[src/rtl/scc_pkg.sv]
// Package: shared widths and the control-word layout for the servo
// channel update gate. The struct is packed so that bit 0 is the switch
// enable, bit 1 the update enable and the upper bits the profile.
package scc_pkg;

    localparam int PROF_W = 5;
    localparam int DLY_W  = 8;

    typedef struct packed {
        logic [PROF_W-1:0] prof;
        logic              iir_en;
        logic              sw_en;
    } ctrl_t;

    localparam int CTRL_W = $bits(ctrl_t);

endpackage

[src/rtl/chan_ctrl_reg.sv]
// Module: holds one channel's control word. It flags a restart when a
// write clears the switch or carries a profile other than the current one.
// Assumes at most one write per clock per channel.
module chan_ctrl_reg
    import scc_pkg::*;
(
    input  logic  clk,
    input  logic  rst_n,
    input  logic  we,
    input  ctrl_t wdata,
    output ctrl_t cur,
    output logic  restart
);

    // Restart request, seen in the write cycle itself.
    always_comb begin
        restart = we && (!wdata.sw_en || (wdata.prof != cur.prof));
    end

    // Capture the control word on a write.
    always_ff @(posedge clk) begin
        if (!rst_n) begin
            cur <= '0;
        end else if (we) begin
            cur <= wdata;
        end
    end

endmodule

[src/rtl/chan_hold_timer.sv]
// Module: update-suppression counter for one channel. A reload is pending
// while the switch is off or after a restart. The first tick with the
// switch on captures the delay byte, and later ticks count down. Permit
// needs no pending reload, a zero count and both enables.
module chan_hold_timer
    import scc_pkg::*;
(
    input  logic             clk,
    input  logic             rst_n,
    input  logic             restart,
    input  logic             sw_on,
    input  logic             iir_en,
    input  logic             tick,
    input  logic [DLY_W-1:0] dly,
    output logic             permit
);

    logic             pend_q;
    logic [DLY_W-1:0] cnt_q;

    // Reload or count down the hold timer; a restart has priority over a tick.
    always_ff @(posedge clk) begin
        if (!rst_n) begin
            pend_q <= 1'b1;
            cnt_q  <= '0;
        end else if (restart || !sw_on) begin
            pend_q <= 1'b1;
            cnt_q  <= '0;
        end else if (tick) begin
            if (pend_q) begin
                pend_q <= 1'b0;
                cnt_q  <= dly;
            end else if (cnt_q != '0) begin
                cnt_q <= cnt_q - 1'b1;
            end
        end
    end

    // Permit the filter update.
    always_comb begin
        permit = sw_on && iir_en && !pend_q && (cnt_q == '0);
    end

endmodule

[src/rtl/chan_prof_pipe.sv]
// Module: carries the profile number to the output stage through two
// registers that load on the servo tick. A profile written between ticks
// therefore arrives one to two servo cycles later.
module chan_prof_pipe
    import scc_pkg::*;
#(
    parameter int STAGES = 2
)(
    input  logic              clk,
    input  logic              rst_n,
    input  logic              tick,
    input  logic [PROF_W-1:0] prof_in,
    output logic [PROF_W-1:0] prof_out
);

    logic [PROF_W-1:0] stage_q [STAGES];

    for (genvar s = 0; s < STAGES; s++) begin : g_stage
        // Shift one stage on each tick.
        always_ff @(posedge clk) begin
            if (!rst_n) begin
                stage_q[s] <= '0;
            end else if (tick) begin
                stage_q[s] <= (s == 0) ? prof_in : stage_q[(s == 0) ? 0 : s-1];
            end
        end
    end

    assign prof_out = stage_q[STAGES-1];

endmodule

[src/rtl/chan_unit.sv]
// Module: one complete channel, made of the control register, the hold
// timer and the profile pipeline. The switch output comes straight from
// the control register.
module chan_unit
    import scc_pkg::*;
(
    input  logic              clk,
    input  logic              rst_n,
    input  logic              we,
    input  ctrl_t             wdata,
    input  logic              tick,
    input  logic [DLY_W-1:0]  dly,
    output logic              rf_sw,
    output logic              permit,
    output logic [PROF_W-1:0] prof
);

    ctrl_t cur;
    logic  restart;

    chan_ctrl_reg u_reg (
        .clk     (clk),
        .rst_n   (rst_n),
        .we      (we),
        .wdata   (wdata),
        .cur     (cur),
        .restart (restart)
    );

    chan_hold_timer u_timer (
        .clk     (clk),
        .rst_n   (rst_n),
        .restart (restart),
        .sw_on   (cur.sw_en),
        .iir_en  (cur.iir_en),
        .tick    (tick),
        .dly     (dly),
        .permit  (permit)
    );

    chan_prof_pipe #(.STAGES(2)) u_pipe (
        .clk      (clk),
        .rst_n    (rst_n),
        .tick     (tick),
        .prof_in  (cur.prof),
        .prof_out (prof)
    );

    assign rf_sw = cur.sw_en;

endmodule

[src/rtl/servo_chan_ctrl.sv]
// Module: top of the servo channel update gate. It holds NCH independent
// channels that share the control-word bus and the servo tick. Assumes
// the tick is a single-clock pulse and that dly_i carries the delay byte
// of each channel's currently selected profile.
module servo_chan_ctrl
    import scc_pkg::*;
#(
    parameter int NCH = 2
)(
    input  logic                  clk,
    input  logic                  rst_n,
    input  logic [NCH-1:0]        ctrl_we_i,
    input  logic [CTRL_W-1:0]     ctrl_data_i,
    input  logic                  cycle_tick_i,
    input  logic [NCH*DLY_W-1:0]  dly_i,
    output logic [NCH-1:0]        rf_sw_o,
    output logic [NCH-1:0]        permit_o,
    output logic [NCH*PROF_W-1:0] prof_o
);

    ctrl_t wdata;
    assign wdata = ctrl_t'(ctrl_data_i);

    for (genvar c = 0; c < NCH; c++) begin : g_chan
        chan_unit u_chan (
            .clk    (clk),
            .rst_n  (rst_n),
            .we     (ctrl_we_i[c]),
            .wdata  (wdata),
            .tick   (cycle_tick_i),
            .dly    (dly_i[c*DLY_W +: DLY_W]),
            .rf_sw  (rf_sw_o[c]),
            .permit (permit_o[c]),
            .prof   (prof_o[c*PROF_W +: PROF_W])
        );
    end

endmodule

[config.mk]
export PLATFORM = sky130hd
export DESIGN_NAME = servo_chan_ctrl
export DESIGN_NICKNAME = d
export VERILOG_FILES = /design/src/rtl/scc_pkg.sv /design/src/rtl/chan_ctrl_reg.sv /design/src/rtl/chan_hold_timer.sv /design/src/rtl/chan_prof_pipe.sv /design/src/rtl/chan_unit.sv /design/src/rtl/servo_chan_ctrl.sv
export SDC_FILE = /design/constraint.sdc
export NUM_CORES = 1
export LEC_CHECK = 0
export ABC_AREA = 1
export BUFFER_PORTS_ARGS = -buffer_cell sky130_fd_sc_hd__buf_4
export CELL_PAD_IN_SITES_DETAIL_PLACEMENT = 1
export CELL_PAD_IN_SITES_GLOBAL_PLACEMENT = 1
export CORE_MARGIN = 2
export CORE_UTILIZATION = 25
export DETAILED_ROUTE_END_ITERATION = 10
export GPL_ROUTABILITY_DRIVEN = 0
export PLACE_DENSITY = 0.62
export SETUP_SLACK_MARGIN = 0.2
export SKIP_CTS_REPAIR_TIMING = 1
export SLEW_MARGIN = 20
export SYNTH_ARGS = -nofsm -noshare
export SYNTH_HDL_FRONTEND = slang
export SYNTH_HIERARCHICAL = 1
export SYNTH_SLANG_ARGS = --single-unit
[constraint.sdc]
create_clock -name clk -period 2.8 [get_ports clk]
set_input_delay 0.14 -clock clk [delete_from_list [all_inputs] [get_ports clk]]
set_output_delay 0.14 -clock clk [all_outputs]
set_load 0.01 [all_outputs]
; Word level (Yosys, flattened, before mapping)
; Memory sizes are Yosys's and may differ from the RTL's.
; Index checks and enable logic that the tools add are counted.
[totals]
reg_bits = 32
output_inout_bits = 14
inputBits = 28
memories = 2
elab_cells = 60
ramBits = 20
[classes]
addsub = 2
n_bitwise = 5
eq_ne = 2
mux = 12
n_reduce_logical = 27
[mem_list]
columns = memory, words, word_bits, rd, rd_ports_with_merged_regs, wr, line_no
row1 = g_chan[0].u_chan.u_pipe.stage_q, 2, 5, 2, 0, 2, chan_prof_pipe.sv:16  ; logic [PROF_W-1:0] stage_q [STAGES];
row2 = g_chan[1].u_chan.u_pipe.stage_q, 2, 5, 2, 0, 2, chan_prof_pipe.sv:16
[op_table]
columns = operator, count
row1 = 8-bit 2-to-1 mux, 4
row2 = 5-bit 2-to-1 mux, 4
row3 = 8-bit zero test, 2
row4 = 8-bit nonzero test, 2
row5 = "8-bit by 1-bit subtractor with 8-bit output, second input constant", 2
row6 = 5-bit inequality test, 2
row7 = 1-bit logical AND, 8
row8 = 1-bit zero test, 5
row9 = 1-bit logical OR, 4
row10 = 1-bit 2-to-1 mux, 4
row11 = 1-bit OR, 4
row12 = 2-bit AND reduction, 2
row13 = 2-bit nonzero test, 2
row14 = 2-bit OR reduction, 2
row15 = 1-bit inverter, 1

; Longest topological paths before layout
; Gate-level depths: netlist of the first run.
[depth]
ltp_word = 5
ltp_mapped = 10
depth_no_buf = 10

; Modules after synthesis
; Netlist of the first run, hierarchy kept.
[by_module_without_submodules]
columns = mod, cells_per_inst, seq_area_each_um2, n_inst, area_each_um2
row1 = chan_hold_timer, 105, 180.2, 2, 670.6
row2 = chan_prof_pipe, 33, 300.3, 2, 389.1
row3 = chan_ctrl_reg, 55, 140.1, 2, 347.8

; Worst setup path after synthesis of the first run
; No wires, ideal clock.
[synth_timing]
path_type = register to register
start = register g_chan[0].u_chan.u_timer.cnt_q[0]
end = register g_chan[0].u_chan.u_timer.cnt_q[7]
t_arrival_ns = 1.190
stages_incl_launch_ff = 10
synth_period_minus_slack_ns = 1.303
setup_time_ns = 0.113
path_buffers = 0
t_required_ns = 2.687
setup_slack_ns = 1.497
cell_sequence = dfxtp_1 > inv_1 > ha_1 > nand2_1 > nor2_2 > nand2_8 > nand2_8 > inv_4 > o21ai_1 > nor2_1
[synth_via]
elab_chain_len = 3
elab_cells_between_ends = 6
classes_between = 1 x add/sub / 2 x mux / 3 x reduce/logical
[synth_lines]
columns = element, line_no
row1 = start: declaration, chan_hold_timer.sv:19  ; logic [DLY_W-1:0] cnt_q;
row2 = start signal: assignment, chan_hold_timer.sv:32  ; cnt_q <= dly;
row3 = start signal: assignment, chan_hold_timer.sv:34  ; cnt_q <= cnt_q - 1'b1;
row4 = 8-bit by 1-bit subtractor with 8-bit output or 8-bit nonzero test (tied branches), "chan_hold_timer.sv:34, chan_hold_timer.sv:33"
row5 = 8-bit 2-to-1 mux or 2-bit nonzero test (tied branches), --
row6 = 8-bit 2-to-1 mux or 2-bit AND reduction (tied branches), --
; Several ways; a longest one is shown, not always the timed one. The select of a mux whose other input is x is not followed.
; A chain may end at the register's enable or synchronous reset.

; Worst setup path after layout of the first run
[layout_timing]
start = register g_chan[0].u_chan.u_timer.cnt_q[0]
end = output permit_o[0]
[layout_via]
elab_chain_len = 2
[layout_lines]
columns = element, line_no
row1 = 8-bit zero test, chan_hold_timer.sv:41  ; permit = sw_on && iir_en && !pend_q && (cnt_q == '0);
row2 = 1-bit logical AND, chan_hold_timer.sv:41
row3 = end: declaration, servo_chan_ctrl.sv:17  ; output logic [NCH-1:0] permit_o,
; Every way passes these cells.

==> results.cfg, run 1 <==
[status]
status = finished clean

[pwr]
cellPowerDensity_nw_per_um2 = 515
switching_share_pct = 24.6
p_leak_uw = 0.00158
clockPowerShare_pct = 40.2
comb_power_share_pct = 12.1
seq_power_share_pct = 47.6
ir_drop_mv = 0.243
p_sw_uw = 436
internal-power_uw = 1330

[route]
drt_iter0_markers = 92
wl_met2_mm = 3.39
postRouteAntennaNets = 0
vias_per_cell = 4.33
wl_mm = 6.66
dr.max_layer_used = met4
vias = 2470
dr_wl_met3_um = 151
drc = 0
wl_per_cell_um = 11.7
wl_met1_mm = 3.03
dr.pass1.iters = 4

[timing]
max_freq_mhz = 589
fin_crit_sh_pct = 60.6
slew_headroom_pct = 69.4
slew_viol_final = 0
finalSetupViolations = 0
max_slew.worst_pin.slew_ps = 458
finalHoldViolations = 0
clock_skew_ps = 7.29
rsz0062_at_grt = false
fin_setup_tns_ps = 0
timing.hold.ws_ps = 98.7
min_period_ps = 1700

[yosys]
netlist_area_um2 = 2820
synthTopCellsByArea = dfxtp_1, edfxtp_1, nand2_1, nor2_1, inv_1
synth_cell_types = 22
synth_seq_area_share_pct = 44.1
synth_top_area_share_pct = 22.8
synth_area_leader_cell = dfxtp_1
avgSynthCellArea_um2 = 7.29
syn_nets = 418
yosys_warnings = 6
syn_inst = 386
synth_seq_cells = 52

[clocking]
cts_max_level = 2
root_buffer = clkbuf_16
numCtsBuffers = 5
cts_max_path_buffers = 2
clkSinkCount = 52
clk_latency_ps = 290
cts_tree = yes
clk_pin_slew_ps = 70

[layout]
final-seq-area_um2 = 1240
final_cell_mix = nand2_1, nor2_1, inv_1
multi_input_area_um2 = 1270
n_antenna_cell = 0
drive_above_1_share_pct = 19.7
final_net_count = 462
final_common_cell = nand2_1
num-fill-cells = 1386
area_growth_pct = 22.1

[floorplan]
ios = 42
die_y_um = 110
dieArea_um2 = 12100
start_util_pct = 25.7
die_w_um = 110
coreArea_um2 = 10900
row_count = 38

[placed_design]
io_buffers = 41
place_hpwl_mm = 5.19

[job]
max_cap_violations = 0

[grt]
grt_pass1_wl_mm = 11.3
grtUsageTotal_pct = 11.9
antenna_found_initial = 0
grt.overflow.total = 0
grt_max_degree = 21
grt_pass1_vias = 2444

[worst_setup_path]
path_class = reg2out
path_cells = inv_1, ha_1, nand2_1, nor2_2, nand2_8, nor2_1, buf_4
critPathCaptureType = output pin
arrival_ps = 1560
crit_fanout = 6
max_stage_delay_ps = 320
cp-start-kind = flop
cp.required_ps = 2660
worst_path_max_delay_cell = dfxtp_1

[min_path]
min_path_type = in2reg
-- synth_stat cells --
cell type	instances
nor2_2	4
nor2_1	68
inv_1	62
inv_4	2
ha_1	4
inv_2	6
o21ai_0	20
nand2_8	4
nand2_4	2
nand2_1	88
or2_2	2
a21oi_1	18
nand2_2	6
a21oi_2	8
buf_6	2
nand3_1	16
o21ai_1	12
dfxtp_1	32
edfxtp_1	20
nor2_4	2
nand4_1	6
buf_2	2
-- cells by family (layout without fill, tap and decap cells) --
group / after synthesis / after routing / synth area share (%)
flip-flops: 52 / 52 / 44.1
AND/OR/NAND/NOR: 198 / 198 / 32.1
AO/OA/AOI/OAI: 58 / 58 / 11.4
adder cells (fa/ha/maj): 4 / 4 / 1.78
buffers and inverters: 74 / 119 / 10.7
-- power groups by stage --
stage | clock, uW | sequential (uW) | combinational (uW)
floorplan | 0 | 860 | 127
global placement | 0 | 858 | 215
detailed placement | 0 | 861 | 219
CTS | 734 | 844 | 220
global route | 756 | 849 | 247
finish | 712 | 843 | 215
-- sequential cells by signal, indices dropped and copies added, names as in the netlist --
name	flops
g_chan.u_chan/u_pipe/stage_q	20
g_chan.u_chan/u_timer/cnt_q	16
g_chan.u_chan/u_reg/cur	14
g_chan.u_chan/u_timer/pend_q	2
-- area by class of cell --
cell class                 instances  area share, %
multi-input combinational        260           37.1
inverter                          70           7.79
clock buffer                       5           3.64
sequential                        52           36.1
clock inverter                     3           1.35
tap                              140           5.10
timing repair buffer              41           8.96
-- per-stage QoR --
step	area [um2]	setup slack, ps	total power, uW	instances	utilization [%]
floorplan	2820	1500	988	386	-
global placement	3270	1220	1070	563	29.9
detailed placement	3270	1150	1080	563	29.9
CTS	3440	1070	1800	571	31.4
global route	3440	884	1850	571	31.4
finish	3440	1100	1770	571	31.4
-- routing by layer --
metal | vias up | GRT usage, %
met5 | - | 0
li1 | 1289 | -
met4 | 0 | 4.02
met3 | 8 | 1.76
met2 | 25 | 21.0
met1 | 1148 | 14.7
-- critical path, delay by kind of cell, from the launching register on --
family / cells / cell delay, ps
adder cells (fa/ha/maj): 1 / 180
buffers and inverters: 2 / 270
AND/OR/NAND/NOR: 4 / 490
flip-flops: 1 / 320
-- worst paths after layout --
check	to	slack [ps]	cells after the start	start
min reg2reg	g_chan[0].u_chan/u_reg/cur[1]$_SDFFE_PN0P_	510	2	g_chan[0].u_chan/u_reg/cur[1]$_SDFFE_PN0P_
min	g_chan[0].u_chan/u_reg/cur[1]$_SDFFE_PN0P_	100	3	ctrl_data_i[1]
max reg2reg	g_chan[1].u_chan/u_timer/cnt_q[5]$_SDFFE_PP0P_	1120	10	g_chan[1].u_chan/u_reg/cur[5]$_SDFFE_PN0P_
max	permit_o[0]	1100	7	g_chan[0].u_chan/u_timer/cnt_q[0]$_SDFFE_PP0P_
Note: power is estimated with default switching activity, not from simulation.
==> run 2: changes to the inputs <==
- clock period: 2.8 -> 1.6 ns (I/O delays scaled with it)
==> run 2 against run 1 <==
Compared with the run above: sequential power increased by 76%; total power increased by 70%; via count increased by 5.4%; routed wire length increased by 12%; clock skew increased by 1.3 ps; largest power group unchanged; highest routed layer unchanged.
==> results.cfg, run 2 (synthesis gave the netlist of run 1 again) <==
[grt]
antenna_found_initial = 0
grt.overflow.total = 0
grtUsageTotal_pct = 12.4
grt_pass1_wl_mm = 11.9
grt_max_degree = 21
grt_pass1_vias = 2621

[layout]
n_antenna_cell = 0
final_cell_mix = nand2_1, nor2_1, buf_4
regMostFlops = g_chan.u_chan/u_pipe/stage_q
final_util_pct = 33.9
top_regs = g_chan.u_chan/u_pipe/stage_q x20, g_chan.u_chan/u_timer/cnt_q x16, g_chan.u_chan/u_reg/cur x14
largest_reg_flops = 20
area_growth_pct = 31.8
final_common_cell = nand2_1
drive_above_1_share_pct = 31.2
num-fill-cells = 1343
final_net_count = 480

[floorplan]
die_w_um = 110
dieArea_um2 = 12100
row_count = 38
die_y_um = 110
coreArea_um2 = 10900
start_util_pct = 25.7
ios = 42

[timing]
slew_headroom_pct = 71.9
max_slew.worst_pin.slew_ps = 421
clock_skew_ps = 8.55
fin_setup_tns_ps = 0
finalSetupViolations = 0
max_freq_mhz = 688
rsz0062_at_grt = true
fin_crit_sh_pct = 90.9
slew_viol_final = 0
finalHoldViolations = 0
min_period_ps = 1450

[worst_setup_path]
crit_start = g_chan[1].u_chan/u_timer/cnt_q[0]$_SDFFE_PP0P_
cp.required_ps = 1520
crit_end = permit_o[1]
rr_startpoint = g_chan[1].u_chan/u_timer/cnt_q[0]$_SDFFE_PP0P_
worstRegToRegCells = 11
crit_fanout = 6
path_class = reg2out
cp-start-kind = flop
reg2reg_to = g_chan[1].u_chan/u_timer/cnt_q[3]$_SDFFE_PP0P_
arrival_ps = 1370
critPathCaptureType = output pin
ff2ff_setup_slack_ps = 230

[route]
wl_per_cell_um = 12.7
drc = 0
dr.pass1.iters = 4
drt_iter0_markers = 67
vias = 2604
postRouteAntennaNets = 0
vias_per_cell = 4.42
wl_mm = 7.49

[status]
status = finished clean

[pwr]
cellPowerDensity_nw_per_um2 = 812
p_leak_uw = 0.00169
ir_drop_mv = 0.403
finalPower_uw = 3010

[placed_design]
place_hpwl_mm = 5.40
io_buffers = 41

[clocking]
cts_max_path_buffers = 2
root_buffer = clkbuf_16
cts_max_level = 2
clk_latency_ps = 300
cts_tree = yes
clk_pin_slew_ps = 70
clkSinkCount = 52
numCtsBuffers = 5

[job]
max_cap_violations = 0

[min_path]
min_path_type = in2reg
==> run 2: cell count changes in the layout (fill, tap and decap cells not counted), moves of 5 or more <==
cell     change
buf_4       +14
dfxtp_2      +9
dfxtp_1     -11
inv_2        +5
inv_1        -9
==> run 2: cell type report <==
class	count	area [um2]	share of cell area, %
inverters	70	283	7.62
well taps	140	175	4.72
clock inverters	3	26.3	0.708
repair buffers	58	455	12.3
flip-flops and latches	52	1260	34.0
clock buffers	5	125	3.37
multi-input cells	261	1390	37.3
==> run 2: layer usage <==
metal,vias up,track usage (%),part of all wire [%]
met5,-,0,0
met4,0,2.68,1.2
met3,6,2.35,2.5
met2,29,22.8,52
met1,1238,15.0,44
li1,1331,-,-
==> run 2: report_power, final <==
| group | internal [uW] | switching, uW |
|---|---|---|
| clock | 592 | 520 |
| sequential | 1440 | 38.5 |
| combinational | 178 | 246 |
==> run 2: how the worst min path moves through the flow <==
stage                         from                                            to  slack (ps)  depth (start not counted)
global placement    ctrl_data_i[1]    g_chan[0].u_chan/u_reg/cur[1]$_SDFFE_PN0P_         340                          3
floorplan             cycle_tick_i  g_chan[0].u_chan/u_timer/pend_q$_SDFFE_PP1P_         180                          1
finish              ctrl_data_i[1]    g_chan[1].u_chan/u_reg/cur[1]$_SDFFE_PN0P_          40                          3
CTS                 ctrl_data_i[1]    g_chan[0].u_chan/u_reg/cur[1]$_SDFFE_PN0P_          40                          3
global route        ctrl_data_i[1]    g_chan[0].u_chan/u_reg/cur[1]$_SDFFE_PN0P_          50                          3
detailed placement  ctrl_data_i[1]    g_chan[1].u_chan/u_reg/cur[1]$_SDFFE_PN0P_         350                          3
==> run 2: worst max-delay path: stages, from the launching register on <==
cell	delay, ps
dfxtp_4	360
inv_6	70
ha_4	130
nand2_4	50
nor2_4	140
nand2_8	80
nor2_4	130
buf_6	110
==> run 2: through the flow <==
| step | worst slack [ps] | hold slack (ps) | std cells | cell area, um2 |
|---|---|---|---|---|
| finish | 146 | 39.4 | 589 | 3710 |
| global route | 99.0 | 54.2 | 589 | 3710 |
| CTS | -83.0 | 37.8 | 578 | 3470 |
| detailed placement | 147 | 347 | 570 | 3320 |
| global placement | 214 | 344 | 570 | 3320 |
| floorplan | 297 | 180 | 386 | 2820 |
